<file path="src/rtl/hpd_cls_pkg.sv">
// Package: shared state encoding and threshold conversion for the
// hot-plug classifier. Assumes thresholds are given in microseconds.
package hpd_cls_pkg;

    // Classifier states: detached, attached with line high, attached with line low
    typedef enum logic [1:0] {
        ST_DETACHED = 2'd0,
        ST_ATT_HIGH = 2'd1,
        ST_ATT_LOW  = 2'd2
    } hpd_state_e;

    // Convert a duration in microseconds to clock cycles, rounding up, at least 1
    function automatic longint unsigned us_to_cycles(longint unsigned hz,
                                                     longint unsigned us);
        longint unsigned c;
        c = (hz * us + 64'd999999) / 64'd1000000;
        if (c == 0) c = 1;
        return c;
    endfunction

endpackage

</file>
<file path="src/rtl/hpd_sync.sv">
// Module: hpd_sync
// Brings the asynchronous hot-plug line into the clock domain through a
// chain of STAGES flops. Assumes STAGES >= 2. Resets to low, which matches
// the idle (nothing attached) level of the line.
module hpd_sync #(
    parameter int unsigned STAGES = 2
) (
    input  logic clk,
    input  logic rst_n,
    input  logic d_i,
    output logic q_o
);

    logic [STAGES-1:0] chain_q;

    // Shift the raw line through the synchroniser chain
    always_ff @(posedge clk) begin
        if (!rst_n) begin
            chain_q <= '0;
        end else begin
            chain_q <= {chain_q[STAGES-2:0], d_i};
        end
    end

    assign q_o = chain_q[STAGES-1];

endmodule

</file>
<file path="src/rtl/hpd_dur_timer.sv">
// Module: hpd_dur_timer
// Saturating duration counter with threshold comparators. The controller
// clears it at the start of each measured level and advances it by one per
// sample. Assumes each threshold fits in W bits and is below the saturation value.
module hpd_dur_timer #(
    parameter int unsigned W          = 8,
    parameter int unsigned GLITCH_CYC = 10,
    parameter int unsigned DETACH_CYC = 80,
    parameter int unsigned DEB_CYC    = 100
) (
    input  logic clk,
    input  logic rst_n,
    input  logic clr_i,          // restart the count
    input  logic inc_i,          // count this sample (applies after clear)
    output logic glitch_ok_o,    // count has reached the glitch limit
    output logic detach_hit_o,   // count equals the detach limit
    output logic deb_hit_o       // this sample completes the debounce time
);

    localparam logic [W-1:0] CNT_MAX   = '1;
    localparam logic [W-1:0] GLITCH_LV = W'(GLITCH_CYC);
    localparam logic [W-1:0] DETACH_LV = W'(DETACH_CYC);
    localparam logic [W-1:0] DEB_LV    = W'(DEB_CYC - 1);

    logic [W-1:0] cnt_q;
    logic [W-1:0] cnt_d;

    // Next count: clear, then optionally count the current sample, saturating
    always_comb begin
        cnt_d = cnt_q;
        if (clr_i) begin
            cnt_d = inc_i ? W'(1) : '0;
        end else if (inc_i && (cnt_q != CNT_MAX)) begin
            cnt_d = cnt_q + W'(1);
        end
    end

    // Hold the count
    always_ff @(posedge clk) begin
        if (!rst_n) begin
            cnt_q <= '0;
        end else begin
            cnt_q <= cnt_d;
        end
    end

    assign glitch_ok_o  = (cnt_q >= GLITCH_LV);
    assign detach_hit_o = (cnt_q == DETACH_LV);
    assign deb_hit_o    = (cnt_q == DEB_LV);

    // a clear with no count leaves the counter at zero on the next cycle
    p_clear_zero_r8: assert property (@(posedge clk) disable iff (!rst_n)
        (clr_i && !inc_i) |=> (cnt_q == '0));

    // counting never wraps back to zero from a non-zero value
    p_no_wrap_r8: assert property (@(posedge clk) disable iff (!rst_n)
        (!clr_i && cnt_q != '0) |=> (cnt_q != '0));

endmodule

</file>
<file path="src/rtl/hpd_cls_fsm.sv">
// Module: hpd_cls_fsm
// Control for the classifier. It tracks the attached/detached state, drives
// the duration timer and registers the attention and disconnect pulses.
// Assumes line_i is already synchronised.
module hpd_cls_fsm
    import hpd_cls_pkg::*;
(
    input  logic clk,
    input  logic rst_n,
    input  logic line_i,
    input  logic glitch_ok_i,
    input  logic detach_hit_i,
    input  logic deb_hit_i,
    output logic tmr_clr_o,
    output logic tmr_inc_o,
    output logic attached_o,
    output logic attn_o,
    output logic detach_o
);

    hpd_state_e state_q, state_d;
    logic       att_q, att_d;
    logic       attn_q, attn_d;
    logic       det_q, det_d;

    // Next state, timer commands and pulse requests for the current sample
    always_comb begin
        state_d   = state_q;
        att_d     = att_q;
        attn_d    = 1'b0;
        det_d     = 1'b0;
        tmr_clr_o = 1'b0;
        tmr_inc_o = 1'b0;
        unique case (state_q)
            ST_DETACHED: begin
                if (!line_i) begin
                    tmr_clr_o = 1'b1;
                end else if (deb_hit_i) begin
                    state_d   = ST_ATT_HIGH;
                    att_d     = 1'b1;
                    tmr_clr_o = 1'b1;
                end else begin
                    tmr_inc_o = 1'b1;
                end
            end
            ST_ATT_HIGH: begin
                tmr_clr_o = 1'b1;
                if (!line_i) begin
                    state_d   = ST_ATT_LOW;
                    tmr_inc_o = 1'b1;
                end
            end
            ST_ATT_LOW: begin
                if (!line_i) begin
                    if (detach_hit_i) begin
                        state_d   = ST_DETACHED;
                        att_d     = 1'b0;
                        det_d     = 1'b1;
                        tmr_clr_o = 1'b1;
                    end else begin
                        tmr_inc_o = 1'b1;
                    end
                end else begin
                    attn_d    = glitch_ok_i;
                    state_d   = ST_ATT_HIGH;
                    tmr_clr_o = 1'b1;
                end
            end
            default: begin
                state_d   = ST_DETACHED;
                att_d     = 1'b0;
                tmr_clr_o = 1'b1;
            end
        endcase
    end

    // State and output registers
    always_ff @(posedge clk) begin
        if (!rst_n) begin
            state_q <= ST_DETACHED;
            att_q   <= 1'b0;
            attn_q  <= 1'b0;
            det_q   <= 1'b0;
        end else begin
            state_q <= state_d;
            att_q   <= att_d;
            attn_q  <= attn_d;
            det_q   <= det_d;
        end
    end

    assign attached_o = att_q;
    assign attn_o     = attn_q;
    assign detach_o   = det_q;

    // the attached flag rises only after a high sample
    p_attach_on_high_r2: assert property (@(posedge clk) disable iff (!rst_n)
        $rose(att_q) |-> $past(line_i));

    // the attached flag falls only together with a disconnect pulse
    p_drop_with_detach_r5: assert property (@(posedge clk) disable iff (!rst_n)
        $fell(att_q) |-> det_q);

    // a disconnect is detected while the line is still low
    p_detach_while_low_r5: assert property (@(posedge clk) disable iff (!rst_n)
        $rose(det_q) |-> !$past(line_i));

    // an attention pulse appears only while attached
    p_attn_attached_r6: assert property (@(posedge clk) disable iff (!rst_n)
        attn_q |-> att_q);

    // the two pulses are never high together
    p_excl_pulses_r7: assert property (@(posedge clk) disable iff (!rst_n)
        !(attn_q && det_q));

    // the attention pulse lasts one cycle
    p_attn_one_r7: assert property (@(posedge clk) disable iff (!rst_n)
        attn_q |=> !attn_q);

    // the disconnect pulse lasts one cycle
    p_detach_one_r7: assert property (@(posedge clk) disable iff (!rst_n)
        det_q |=> !det_q);

endmodule

</file>
<file path="src/rtl/hpd_pulse_classifier.sv">
// Module: hpd_pulse_classifier (top)
// Classifies low intervals on the hot-plug line as glitch, attention request
// or disconnect. Thresholds come from CLK_HZ and the *_US parameters.
// Assumes GLITCH_US < DETACH_US and a clock of at least a few kHz.
module hpd_pulse_classifier
    import hpd_cls_pkg::*;
#(
    parameter int unsigned CLK_HZ      = 250_000_000,
    parameter int unsigned GLITCH_US   = 250,
    parameter int unsigned DETACH_US   = 2000,
    parameter int unsigned DEBOUNCE_US = 100_000,
    parameter int unsigned SYNC_STAGES = 2
) (
    input  logic clk,
    input  logic rst_n,
    input  logic hpd_i,
    output logic attached_o,
    output logic attn_o,
    output logic detach_o
);

    localparam int unsigned GLITCH_CYC = int'(us_to_cycles(CLK_HZ, GLITCH_US));
    localparam int unsigned DETACH_CYC = int'(us_to_cycles(CLK_HZ, DETACH_US));
    localparam int unsigned DEB_CYC    = int'(us_to_cycles(CLK_HZ, DEBOUNCE_US));
    localparam int unsigned MAX_CYC    = (DETACH_CYC > DEB_CYC) ? DETACH_CYC : DEB_CYC;
    localparam int unsigned CNT_W      = $clog2(MAX_CYC + 2);

    logic line_s;
    logic tmr_clr, tmr_inc;
    logic glitch_ok, detach_hit, deb_hit;

    hpd_sync #(
        .STAGES (SYNC_STAGES)
    ) sync_i (
        .clk   (clk),
        .rst_n (rst_n),
        .d_i   (hpd_i),
        .q_o   (line_s)
    );

    hpd_dur_timer #(
        .W          (CNT_W),
        .GLITCH_CYC (GLITCH_CYC),
        .DETACH_CYC (DETACH_CYC),
        .DEB_CYC    (DEB_CYC)
    ) tmr_i (
        .clk          (clk),
        .rst_n        (rst_n),
        .clr_i        (tmr_clr),
        .inc_i        (tmr_inc),
        .glitch_ok_o  (glitch_ok),
        .detach_hit_o (detach_hit),
        .deb_hit_o    (deb_hit)
    );

    hpd_cls_fsm fsm_i (
        .clk          (clk),
        .rst_n        (rst_n),
        .line_i       (line_s),
        .glitch_ok_i  (glitch_ok),
        .detach_hit_i (detach_hit),
        .deb_hit_i    (deb_hit),
        .tmr_clr_o    (tmr_clr),
        .tmr_inc_o    (tmr_inc),
        .attached_o   (attached_o),
        .attn_o       (attn_o),
        .detach_o     (detach_o)
    );

    // all outputs are quiet on the first cycle after reset
    p_reset_quiet_r1: assert property (@(posedge clk)
        !$past(rst_n) |-> (!attached_o && !attn_o && !detach_o));

endmodule

</file>
<file path="config.mk">
export PLATFORM = sky130hd
export DESIGN_NAME = hpd_pulse_classifier
export DESIGN_NICKNAME = d
export VERILOG_FILES = /design/src/rtl/hpd_cls_pkg.sv /design/src/rtl/hpd_sync.sv /design/src/rtl/hpd_dur_timer.sv /design/src/rtl/hpd_cls_fsm.sv /design/src/rtl/hpd_pulse_classifier.sv
export SDC_FILE = /design/constraint.sdc
export NUM_CORES = 1
export LEC_CHECK = 0
export ABC_CLOCK_PERIOD_IN_PS = 3140
export BUFFER_PORTS_ARGS = -buffer_cell sky130_fd_sc_hd__buf_2
export CORE_MARGIN = 1.5
export CORE_UTILIZATION = 30
export CTS_CLUSTER_SIZE = 20
export DETAILED_ROUTE_END_ITERATION = 6
export GPL_TIMING_DRIVEN = 0
export SLEW_MARGIN = 10
export SYNTH_ARGS = -nofsm -noshare
export SYNTH_HDL_FRONTEND = slang
export SYNTH_SLANG_ARGS = --single-unit
</file>
<file path="constraint.sdc">
create_clock -name clk -period 3.14 [get_ports clk]
set_input_delay 0.471 -clock clk [delete_from_list [all_inputs] [get_ports clk]]
set_output_delay 0.471 -clock clk [all_outputs]
set_load 0.1 [all_outputs]
</file>
---- Yosys cells after proc, flatten, opt, wreduce, memory -nomap -nowiden ----
Cells that the tools add are included.
Widths: inputs -> output; s select.
word-level totals
  output and inout port bits .............. 3
  RAM bits ................................ 0
  bits in latches ......................... 0
  logic and storage cells ................. 54
  memories ................................ 0
  register bits ........................... 32
  bits in read-only memories .............. 0
  input port bits ......................... 3
operators by class
  add/subtract/negate cells ............... 1
  $mul .................................... 0
  magnitude comparators ................... 1
  divide/modulo/power cells ............... 0
  multiplexer cells ....................... 25
  bitwise logic cells ..................... 3
  shift operators ......................... 0
  reductions and logical operators ........ 7
  eq/ne operators ......................... 11
operator list
  kind                   number
  $mux 25                2
  $add 25x1->25 const B  1
  $eq 25x19->1 const B   1
  $eq 25x25->1 const B   1
  $ge 25x16->1 const B   1
  $ne 25x25->1 const B   1
  $mux 1                 14
  $mux 2                 5
  $ne 2x2->1 const B     5
  $pmux 1 s3             2
  $pmux 2 s3             1
  $reduce_and 5->1       1
  $reduce_and 4->1       1
  $ne 3x3->1 const B     1
  $not 1->1              3
  $reduce_and 3->1       1
  $reduce_or 3->1        1
  $eq 2x1->1 const B     1
  $eq 2x2->1 const B     1
  $logic_not 2->1        1
  $pmux 1 s2             1
  $reduce_bool 2->1      1
  $logic_and 1x1->1      1

---- Depth between registers and ports, before layout ----
Gate-level depths: netlist of run 1.
  depth after elaboration ................. 7
  gate-level depth with buffers ........... 10

---- Modules after synthesis ----
From an unflattened synthesis of run 1, not the netlist that was laid out.
second synthesis, totals
  cells, all modules ...................... 217
  area total of the unflattened synthesis .. 1815.5 um^2
by module, submodules not included
  module         seq. area each (um^2)  times used  area each (um^2)  cells each
  hpd_dur_timer  500.5                  1           1522.7            189
  hpd_cls_fsm    100.1                  1           240.2             24
  hpd_sync       40.0                   1           52.6              4

---- Worst setup path after synthesis of run 1 ----
No wires, ideal clock.
  path kind ............................... register to register
  from .................................... reg tmr_i.cnt_q[0]
  to ...................................... reg tmr_i.cnt_q[12]
  stages on the path, launching flop included .. 10
  period minus slack after synthesis ...... 2.264 ns
  setup time .............................. 0.066 ns
  arrival time ............................ 2.198 ns
  setup slack ............................. 0.876 ns
  cells stage by stage .................... dfxtp_1 > ha_1 > and4_1 > clkbuf_1 > nand4_1 > o311ai_1 > and3_4 > buf_8 > or4_2 > a21oi_2
on the way
  cells in the longest elaborated chain, start to end .. 6
  elaborated cells on any way between the ends .. 18
  classes of those cells .................. add/sub (1); eq/ne (3); mux (12); reduce/logical (2)
ends and longest elaborated chain
  what                                                                   line                 source
  start, declared                                                        hpd_dur_timer.sv:25  logic [W-1:0] cnt_q;
  start signal, assigned                                                 hpd_dur_timer.sv:43  cnt_q <= cnt_d;
  parallel branches: the longest is 6 deep, another holds $add 25x1->25  -
Parallel ways; which one is timed is not known. The select of a mux whose other input is x is not followed.
A chain may end at the register's enable or synchronous reset.

---- Worst setup path after layout of run 1 ----
  from .................................... reg tmr_i.cnt_q[0]
  to ...................................... reg tmr_i.cnt_q[1]
Same word-level chain as after synthesis.

==> results by group, run 1 <==
Outcome
  – Status: completed

Logic synthesis
  – Synth Area in Compound Gates: 19.3%
  – Mux cell area share after synthesis: 1.65%
  – Synthesis Warnings: 0
  – Syn Area/Cell: just under 9 sq um
  – Mapped Nets: 211
  – Largest cells by area after synthesis: dfxtp_1, a21oi_2, o31ai_1, nand2_1, a21oi_1
  – Syn Inst Count: 206
  – Syn Std Cell Area: 0.00182 sq mm
  – Synth Area in Simple Gates: 34.9%
  – Synth cell types: 54
  – Share of the synthesized area in the top cell type: between 30% and 40%
  – Post-synth EDFFs: 0
  – Synth Flop Type: dfxtp_1
  – Post-synth top area cell: dfxtp_1
  – Xor-xnor portion of the synthesized cell area: 2.41%
  – Seq cells post-synth: 32
  – Post-synthesis sequential area ratio: 35.2%
  – Synth Area in Adders: 1.38%
  – Largest family of logic cells by synthesized area: simple AND/OR/NAND/NOR gates
  – FFs w/ async S/R, synth: 0%

Timing
  – Unrepaired setup endpoints after global routing: no
  – Pins Over Slew Limit: 0
  – Fmax: between 300 and 400 MHz
  – Final Worst Setup Slack: 0.548 ns
  – Worst Max-Slew Pin Slew: slightly below 0.7 ns
  – Final Cycle Share: 82.5%
  – Post-route minimum period: 2.59 ns
  – Final setup vio count: 0
  – Worst rel slew slack: 54.3%
  – Clock Skew: 0.00594 ns
  – Setup tns final: 0 ns
  – Final hold vios: 0

Pwr
  – Clock power share: 42.6%
  – Max rail drop VDD: 0.159 mV
  – Switch share: a little under a quarter
  – Internal Power: 0.000603 W
  – Leakage: ~0.64 nW
  – Comb pwr share: a little under 5%
  – PD cells: 390 mW/mm^2
  – Psw: between 0.00015 and 0.0002 W
  – Flop pwr share: 52.5%

Critical path
  – Critical Path RT: 3.32 ns
  – Crit path kind: flip-flop to flip-flop
  – Path depth of the worst reg2reg path: 9
  – Reg2reg start: tmr_i.cnt_q[0]$_SDFFE_PN0P_
  – Critical Path End Type: flip-flop
  – Worst EP arrival: 2.77 ns
  – RR Endpoint: tmr_i.cnt_q[1]$_SDFFE_PN0P_
  – Startpoint Class: flip-flop
  – CP Max Fanout: 10
  – Worst R2R Setup Slack: 0.55 ns

Global route
  – Vias in the first global route: approximately 1500
  – Initial antenna violation count: 0
  – First-pass GRT wire length: 7.18 mm
  – Largest net degree at the start of global routing: 11
  – Grt ovf: 0
  – Overall routing resource usage: approximately 14%

Routing
  – Met3 WL post-DR: 216 microns
  – Via density: ~5.5
  – Drc violations: 0
  – DRT met1 WL: 2.09 mm
  – DR WL/cell: 14.6 microns
  – First-pass iteration count of the detailed router: 4
  – Initial DRC count: 188
  – Via count: 1616
  – Drt total wl: 4.30 mm
  – Routed met2 length: 1.87 mm
  – Top Layer Used: met4
  – Final ANT Viol Nets: 0

Final layout
  – Final nets: approximately 220
  – Leading cell type in the layout, fill and taps excluded: dfxtp_1
  – Non-Filler Instances: 294
  – Most frequent cells in the layout: dfxtp_1, nand2_1, a21oi_1, nor2_1
  – Util after Layout: 34.5%
  – Layout cells sized above 1: 24.7%
  – Fin area: 0.00203 sq mm
  – Area grow syn2layout: 11.6%
  – Antenna cells: 0

Floorplan
  – Initial core utilization: 30.9%
  – Die X: 80.9 microns
  – Die area: 0.00654 sq mm
  – Site row count: 28
  – Core ar.: 0.00589 sq mm
  – I/O pin total: 6
  – Die height: 80.9 microns

Placement
  – RD Place Congestion: between 0.9 and 1
  – Pre-CTS setup slack: 0.541 ns
  – Placed instance area: between 0.0015 and 0.002 sq mm
  – IO buf count: 5
  – Placed cell count: ~290
  – Detailed placement HPWL: 3.10 mm

CTS
  – Htree depth: 2
  – CTS tree: built
  – Hold-fix buffers, CTS: 0
  – # resized after CTS: 0
  – Sink Count: 32
  – CTS Root Cell: clkbuf_8
  – CTS Buffer Depth: 2
  – Latest clock arrival within the worst-skew pair: around 0.3 ns
  – CTS Buf Count: 5
  – Post-CTS setup buffers: 0
  – Clock slew at reported path FFs: 0.07 ns

Hold path
  – HP Start: hpd_i
  – Hold Path End: sync_i.chain_q[0]$_SDFF_PN0_
  – Hold Crit Class: input pin to flip-flop
  – Hold depth: 2

Job
  – Max-Cap Viols: 0
[critical path: stages (launching register included)]
cell and delay [ns]:
dfxtp_1 0.39, ha_1 0.23, and4_1 0.20, clkbuf_1 0.26, nand4_1 0.17, nor4_2 0.46, clkbuf_8 0.30, buf_2 0.24
nand4b_1 0.16, o31ai_2 0.08
[per-layer routing]
layer | up-vias | track usage, %
li1 | 803 | -
met1 | 747 | 19.6
met2 | 54 | 21.0
met3 | 12 | 3.93
met4 | 0 | 7.07
met5 | - | 0
[registers in the layout, indices dropped and copies added (netlist names)]
| register | cells |
|---|---|
| fsm_i.detach_o | 1 |
| fsm_i.attached_o | 1 |
| sync_i.chain_q | 2 |
| fsm_i.attn_o | 1 |
| fsm_i.state_q | 2 |
| tmr_i.cnt_q | 25 |
[synth_stat cells, types with 3 or more instances]
master	number
dfxtp_1	32
nand2_1	19
a21oi_1	12
nor2_1	11
nand3_1	10
o31ai_1	10
a21oi_2	9
nand4_1	6
nor3_1	6
or4_2	6
a31oi_1	5
nand2b_1	5
and3_1	4
nor4_1	4
o21ai_0	4
or2_2	4
buf_2	3
inv_1	3
mux2i_1	3
nand3b_1	3
xnor2_1	3
[metrics by stage]
stage | power, W | hold slack (ns)
final | 0.000793 | 0.382
after global routing | 0.000821 | 0.388
after global placement | 0.000464 | 0.416
after CTS | 0.000801 | 0.384
after detailed placement | 0.000464 | 0.420
after floorplan | 0.000453 | 0.412
[area by class of cell]
class,count,area [sq um]
timing repair buffer,5,25.0
inverter,3,11.3
clock buffer,6,82.6
buffer,8,81.3
multi-input combinational,163,1090
fill,601,3850
clock inverter,2,10.0
tap,75,93.8
sequential,32,641
[worst max path at each step]
stage / cells after the start / from / end
2_1_floorplan: 9 / tmr_i.cnt_q[0]$_SDFFE_PN0P_ / tmr_i.cnt_q[12]$_SDFFE_PN0P_
3_3_place_gp: 9 / tmr_i.cnt_q[0]$_SDFFE_PN0P_ / tmr_i.cnt_q[1]$_SDFFE_PN0P_
3_5_place_dp: 9 / tmr_i.cnt_q[0]$_SDFFE_PN0P_ / tmr_i.cnt_q[1]$_SDFFE_PN0P_
4_1_cts: 9 / tmr_i.cnt_q[0]$_SDFFE_PN0P_ / tmr_i.cnt_q[1]$_SDFFE_PN0P_
5_1_grt: 9 / tmr_i.cnt_q[0]$_SDFFE_PN0P_ / tmr_i.cnt_q[1]$_SDFFE_PN0P_
6_report: 9 / tmr_i.cnt_q[0]$_SDFFE_PN0P_ / tmr_i.cnt_q[1]$_SDFFE_PN0P_
[logic make-up (layout without fill, tap and decap cells)]
logic type                 count (synthesis)  in the layout
DFF                                       32             32
adders and majority gates                  2              2
xor gates and xnor gates                   5              5
buffers and inverters                     11             24
and+or+nand+nor                          103            103
AOI/OAI and AO/OA                         50             50
muxes                                      3              3
[power by group through the flow]
stage	Combinational, W	Sequential (W)	Clock, W
2_1_floorplan	0.0000293	0.000424	0
3_3_place_gp	0.0000395	0.000425	0
3_5_place_dp	0.0000390	0.000425	0
4_1_cts	0.0000393	0.000416	0.000346
5_1_grt	0.0000431	0.000417	0.000361
6_report	0.0000392	0.000416	0.000337
Note: power is estimated with default switching activity, not from simulation.
==> inputs of run 2 (changes only) <==
--- a/config.mk
+++ b/config.mk
@@ -5,7 +5,7 @@
 export SDC_FILE = /design/constraint.sdc
 export NUM_CORES = 1
 export LEC_CHECK = 0
-export ABC_CLOCK_PERIOD_IN_PS = 3140
+export ABC_CLOCK_PERIOD_IN_PS = 2100
 export BUFFER_PORTS_ARGS = -buffer_cell sky130_fd_sc_hd__buf_2
 export CORE_MARGIN = 1.5
 export CORE_UTILIZATION = 30
==> constraint.sdc (replaced) <==
create_clock -name clk -period 2.1 [get_ports clk]
set_input_delay 0.315 -clock clk [delete_from_list [all_inputs] [get_ports clk]]
set_output_delay 0.315 -clock clk [all_outputs]
set_load 0.1 [all_outputs]
==> results by group, run 2 (synthesis gave the netlist of run 1 again) <==
Global route
  – Initial antenna violation count: 0
  – Overall routing resource usage: 15.9%
  – Vias in the first global route: 1595
  – Largest net degree at the start of global routing: 11
  – Met1 Usage GRT: 21.5%
  – Grt peak-use layer: met2
  – Grt ovf: 0
  – First-pass GRT wire length: about 8.0 mm
  – Met2 Resource Use GR: 24.3%
  – Met3 usage: 3.26%

Routing
  – Drt total wl: roughly 4.9 mm
  – Drc violations: 0
  – Via count: 1688
  – Via density: roughly 5.6
  – Initial DRC count: ~130
  – First-pass iteration count of the detailed router: 4
  – DR WL/cell: 16.2 microns
  – Final ANT Viol Nets: 0

Final layout
  – Non-Filler Instances: 302
  – Area grow syn2layout: 22.8%
  – Largest reg by FF count: tmr_i.cnt_q
  – Layout cells sized above 1: 34.8%
  – Biggest regs: tmr_i.cnt_q: 25 flops, fsm_i.state_q: 2 flops, sync_i.chain_q: 2 flops
  – Antenna cells: 0
  – Final nets: between 200 and 250
  – Leading cell type in the layout, fill and taps excluded: dfxtp_1
  – Most frequent cells in the layout: dfxtp_1, nand2_1, nor2_1, a21oi_1, a21oi_2
  – Util after Layout: 38.0%
  – Largest register FFs: 25

CTS
  – CTS Buffer Depth: 2
  – Latest clock arrival within the worst-skew pair: 0.29 ns
  – Htree depth: 2
  – CTS Root Cell: clkbuf_8
  – CTS Buf Count: 5
  – CTS tree: built
  – Hold-fix buffers, CTS: 0
  – Clock slew at reported path FFs: 0.06 ns
  – Sink Count: 32

Pwr
  – Leakage: 0.733 nW
  – Comb pwr share: 6.5%
  – Internal Power: 0.000918 W
  – PD cells: 533 mW/mm^2
  – Total power: about 0.0012 W
  – Psw: 0.000273 W
  – Switch share: 22.9%
  – Max rail drop VDD: 0.235 mV
  – Clock power share: between 40% and 50%
  – Flop pwr share: 52.2%

Placement
  – Placed cell count: 286
  – RD Place Congestion: 0.870
  – Detailed placement HPWL: between 3 and 4 mm
  – Pre-CTS setup slack: -0.404 ns
  – IO buf count: 5

Timing
  – Final setup vio count: 25
  – Worst rel slew slack: 67.9%
  – Hold WS: 0.239 ns
  – Post-route minimum period: 2.24 ns
  – Unrepaired setup endpoints after global routing: yes
  – Clock Skew: 0.00554 ns
  – Final Cycle Share: 107%
  – Final hold vios: 0
  – Final Worst Setup Slack: -0.143 ns
  – Fmax: 446 MHz
  – Worst Max-Slew Pin Slew: approximately 0.49 ns
  – Pins Over Slew Limit: 0

Hold path
  – Hold Crit Class: input pin to flip-flop

Outcome
  – Failing checks: setup timing
  – Status: finished with violations

Critical path
  – CP Max Fanout: 6
  – Startpoint Class: flip-flop
  – Worst EP arrival: about 2.5 ns
  – Critical Path End Type: flip-flop
  – Critical Path RT: 2.33 ns
  – Crit path kind: flip-flop to flip-flop

Floorplan
  – Site row count: 28
  – Die height: 80.9 microns
  – I/O pin total: 6
  – Die area: roughly 0.0065 sq mm
  – Core ar.: 0.00589 sq mm
  – Die X: 80.9 microns
  – Initial core utilization: 30.9%

Job
  – Max-Cap Viols: 0
run 2: changes by cell type in the layout (fill, tap and decap cells not counted), moves of 2 or more:
cell      before  now
or4_4          2    7
buf_2          8    6
o31ai_1       10    6
dfxtp_1       32   27
inv_1          3    1
inv_2          0    2
dfxtp_2        0    4
o31ai_2        1    4
ha_2           0    2
ha_1           2    0
or4_2          6    1
buf_4          0    9
clkinv_2       2    0
run 2: metal layers:
| metal | up-vias | wire length [microns] |
|---|---|---|
| met4 | 0 | 106 |
| met5 | - | 0 |
| li1 | 820 | - |
| met2 | 47 | 2250 |
| met1 | 810 | 2310 |
| met3 | 11 | 225 |
run 2: path summary, 6_finish.rpt:
path	start	endpoint	slack, ns	cells past startpoint
worst min-delay path	hpd_i	sync_i.chain_q[0]$_SDFF_PN0_	0.24	2
worst max-delay path	tmr_i.cnt_q[19]$_SDFFE_PN0P_	tmr_i.cnt_q[9]$_SDFFE_PN0P_	-0.14	8
worst min register to register	sync_i.chain_q[0]$_SDFF_PN0_	sync_i.chain_q[1]$_SDFF_PN0_	0.44	1
worst max register to register	tmr_i.cnt_q[19]$_SDFFE_PN0P_	tmr_i.cnt_q[9]$_SDFFE_PN0P_	-0.14	8
run 2: final cells by class:
class                   count  area (sq um)
well taps                  75          93.8
plain buffers               7          82.6
inverters                   3          11.3
flip-flops and latches     32           649
repair buffers             14           130
multi-input cells         163          1180
fillers                   581          3650
clock buffers               8          90.1
run 2: power by group through the flow:
stage	Sequential (W)	Clock, W	Combinational, W
global route	0.000622	0.000531	0.0000828
global placement	0.000635	0	0.0000597
CTS	0.000621	0.000507	0.0000696
detailed placement	0.000636	0	0.0000593
finish	0.000622	0.000492	0.0000771
floorplan	0.000634	0	0.0000443
run 2: what timing repair did:
action,4_1_cts,5_1_grt
setup endpoints to repair,25,26
gates cloned,1,1
pin swaps,11,9
setup buffers,7,0
resized for setup,19,11
run 2: worst max-delay path, cell delays in order, from the launching register on:
cell and delay, ns:
dfxtp_2 0.32, or4_4 0.53, or4_4 0.46, o21ai_4 0.15, and3_4 0.22, buf_8 0.14, clkbuf_16 0.15, o31ai_1 0.08
a21oi_2 0.12
run 2: per-stage QoR:
step | area [sq um] | TNS [ns]
final | 2230 | -2.97
after global routing | 2230 | -5.33
after CTS | 2160 | -1.86
after detailed placement | 1950 | -5.91
after global placement | 1950 | -4.87
after floorplan | 1830 | -0.434
==> inputs of run 3 (changes only) <==
--- a/config.mk
+++ b/config.mk
@@ -15,4 +15,5 @@
 export SLEW_MARGIN = 10
 export SYNTH_ARGS = -nofsm -noshare
 export SYNTH_HDL_FRONTEND = slang
+export SYNTH_HIERARCHICAL = 1
 export SYNTH_SLANG_ARGS = --single-unit
==> results by group, run 3 <==
Floorplan
  – Site row count: 28
  – Die area: 0.00653 sq mm
  – Initial core utilization: 30.8%
  – Die X: 80.8 microns
  – I/O pin total: 6
  – Die height: around 80 microns
  – Core ar.: 0.00589 sq mm

Critical path
  – RR Endpoint: tmr_i/cnt_q[17]$_SDFFE_PN0P_
  – CP Max Fanout: 3
  – Startpoint Class: flip-flop
  – Cells along the critical path: and4_1 -> and4_4 -> nand4_1 -> nor2_4 -> nor4b_4 -> a211o_1 -> clkbuf_8 -> nand3_2 -> or4_4 -> or4_1 -> nand2_1
  – Critical Path End Type: flip-flop
  – Critical Path RT: ~2.3 ns
  – Reg2reg start: tmr_i/cnt_q[21]$_SDFFE_PN0P_
  – CP max stage delay: between 0.4 and 0.5 ns
  – Crit path kind: flip-flop to flip-flop
  – Slowest-stage cell, CP: or4_4
  – Worst EP arrival: 2.80 ns
  – Worst R2R Setup Slack: -0.46 ns
  – Path depth of the worst reg2reg path: 11

Timing
  – Final hold vios: 0
  – Post-route minimum period: between 2 and 3 ns
  – Worst Max-Slew Pin Slew: 0.613 ns
  – Unrepaired setup endpoints after global routing: yes
  – Hold WS: 0.235 ns
  – Worst rel slew slack: 58.8%
  – Clock Skew: 0.00996 ns
  – Final Cycle Share: 122%
  – Fmax: roughly 400 MHz
  – Pins Over Slew Limit: 0
  – Final setup vio count: 25
  – Final Worst Setup Slack: -0.462 ns

Logic synthesis
  – Synth cell types: 48
  – Count leader, synth: dfxtp_1
  – FFs w/ async S/R, synth: 0%
  – Mapped Nets: 222
  – Post-synth top area cell: dfxtp_1
  – Post-synth EDFFs: 0
  – Seq cells post-synth: 32
  – Syn Area/Cell: roughly 8.4 sq um
  – Synth cell count leaders: dfxtp_1, a21oi_1, nand2_1
  – Syn Inst Count: roughly 220
  – Post-synthesis sequential area ratio: 35.3%
  – Synth Flop Type: dfxtp_1
  – Share of the synthesized area in the top cell type: between 30% and 40%
  – Syn Std Cell Area: 0.00182 sq mm
  – Synthesis Warnings: 6
  – Largest cells by area after synthesis: dfxtp_1, a21oi_1, or4_1, o31ai_1, nand2_1

Routing
  – Drt total wl: 5.71 mm
  – Final ANT Viol Nets: 0
  – Initial DRC count: 137
  – Via count: 1972
  – First-pass iteration count of the detailed router: 5
  – Via density: 5.92
  – Drc violations: 0
  – DR WL/cell: 17.1 microns

Hold path
  – Hold depth: 2
  – Hold Path End: sync_i/chain_q[0]$_SDFF_PN0_
  – Hold Crit Class: input pin to flip-flop
  – HP Start: hpd_i

Final layout
  – Multi-input logic area: 0.00132 sq mm
  – Largest register FFs: 25
  – Area grow syn2layout: 44.7%
  – Leading cell type in the layout, fill and taps excluded: buf_4
  – Fin area: about 0.0026 sq mm
  – Final nets: 262
  – Most frequent cells in the layout: buf_4, dfxtp_1, nand2_1, a21oi_1
  – Reg area: 673 sq um
  – Largest reg by FF count: tmr_i/cnt_q
  – Layout cells sized above 1: 41.5%
  – Biggest regs: tmr_i/cnt_q: 25 flops, fsm_i/state_q: 2 flops, sync_i/chain_q: 2 flops
  – Antenna cells: 0
  – Layout fillers: ~550

Pwr
  – PD cells: 485 mW/mm^2
  – Clock power share: 45.7%
  – Internal Power: between 0.0009 and 0.001 W
  – Leakage: 0.865 nW
  – Flop pwr share: a little under half
  – Comb pwr share: 6.8%
  – Switch share: 21.7%
  – Max rail drop VDD: 0.340 mV
  – Psw: about 0.00028 W
  – Total power: 0.00127 W

Global route
  – Overall routing resource usage: between 10% and 20%
  – Grt ovf: 0
  – Vias in the first global route: 1702
  – Initial antenna violation count: 0
  – First-pass GRT wire length: 8.61 mm
  – Largest net degree at the start of global routing: 13

CTS
  – CTS Root Cell: clkbuf_8
  – Hold-fix buffers, CTS: 0
  – CTS tree: built
  – CTS Buf Count: 5
  – Clock slew at reported path FFs: 0.07 ns
  – Htree depth: 2
  – Sink Count: 32
  – Latest clock arrival within the worst-skew pair: 0.29 ns
  – CTS Buffer Depth: 2

Placement
  – RD Place Congestion: 0.866
  – Pre-CTS setup slack: -0.687 ns
  – IO buf count: 5
  – Placed instance area: 0.00200 sq mm
  – Detailed placement HPWL: approximately 3.3 mm

Outcome
  – Failing checks: setup timing
  – Status: finished with violations

Job
  – Max-Cap Viols: 0
-- run 3: changes by cell type in the layout (fill, tap and decap cells not counted), moves of 6 or more --
cell / delta
buf_6: +7
buf_4: +14
dfxtp_4: +7
or4_1: +11
a21oi_2: -6
-- run 3: power groups by stage --
stage	clock network, W	logic, W	registers [W]
finish	0.000582	0.0000869	0.000605
global route	0.000623	0.0000900	0.000605
CTS	0.000597	0.0000736	0.000604
detailed placement	0	0.0000369	0.000627
global placement	0	0.0000366	0.000627
floorplan	0	0.0000238	0.000626
-- run 3: logic make-up (layout without fill, tap and decap cells) --
| logic type | count (synthesis) | count (layout) | share of synthesized area [%] |
|---|---|---|---|
| AND/OR/NAND/NOR | 115 | 115 | 39.2 |
| AO/OA/AOI/OAI | 49 | 49 | 16.8 |
| flip-flops | 32 | 32 | 35.3 |
| buffers and inverters | 15 | 56 | 5.37 |
| XOR/XNOR | 4 | 4 | 1.93 |
| adder cells (fa/ha/maj) | 2 | 2 | 1.38 |
-- run 3: worst max path at each step --
| stage | from | to | slack (ns) | cells past startpoint |
|---|---|---|---|---|
| floorplan | tmr_i/cnt_q[21]$_SDFFE_PN0P_ | tmr_i/cnt_q[17]$_SDFFE_PN0P_ | -0.38 | 12 |
| global placement | tmr_i/cnt_q[0]$_SDFFE_PN0P_ | tmr_i/cnt_q[1]$_SDFFE_PN0P_ | -0.67 | 14 |
| detailed placement | tmr_i/cnt_q[0]$_SDFFE_PN0P_ | tmr_i/cnt_q[15]$_SDFFE_PN0P_ | -0.69 | 14 |
| CTS | tmr_i/cnt_q[21]$_SDFFE_PN0P_ | tmr_i/cnt_q[17]$_SDFFE_PN0P_ | -0.47 | 11 |
| global route | tmr_i/cnt_q[0]$_SDFFE_PN0P_ | tmr_i/cnt_q[0]$_SDFFE_PN0P_ | -0.57 | 13 |
| finish | tmr_i/cnt_q[21]$_SDFFE_PN0P_ | tmr_i/cnt_q[17]$_SDFFE_PN0P_ | -0.46 | 11 |
-- run 3: cell type report --
cell class                 count  share of cell area [%]
inverter                       4                   0.667
timing repair buffer          34                    11.8
clock buffer                   6                    2.76
clock inverter                 2                    1.33
tap                           75                    3.57
sequential                    32                    25.6
multi-input combinational    170                    50.2
buffer                        10                    4.05
-- run 3: metrics by stage --
stage | TNS (ns) | cells | utilization [%]
global route | -11.57 | 333 | 44.6
global placement | -13.14 | 297 | 34.0
floorplan | -3.33 | 217 | -
CTS | -8.39 | 327 | 42.0
finish | -8.33 | 333 | 44.6
detailed placement | -13.85 | 297 | 34.0
-- run 3: what timing repair did --
action	4_1_cts	5_1_grt
pin swaps	28	31
setup endpoints to repair	25	25
buffers inserted	20	9
cloned	3	0
gates resized for setup	46	29
-- run 3: worst max-delay path, delay by kind of cell, from the launching register on --
family | cells | cell delay, ns
buffers and inverters | 1 | 0.16
AND/OR/NAND/NOR | 9 | 1.81
AO/OA/AOI/OAI | 1 | 0.19
flip-flops | 1 | 0.34
-- run 3: metal layers --
metal	part of all wire (%)	up-vias	track usage, %
met5	0	-	0
met4	2.5	0	7.93
met3	5.8	17	3.93
met2	50	90	28.2
met1	41	943	22.1
li1	-	922	-
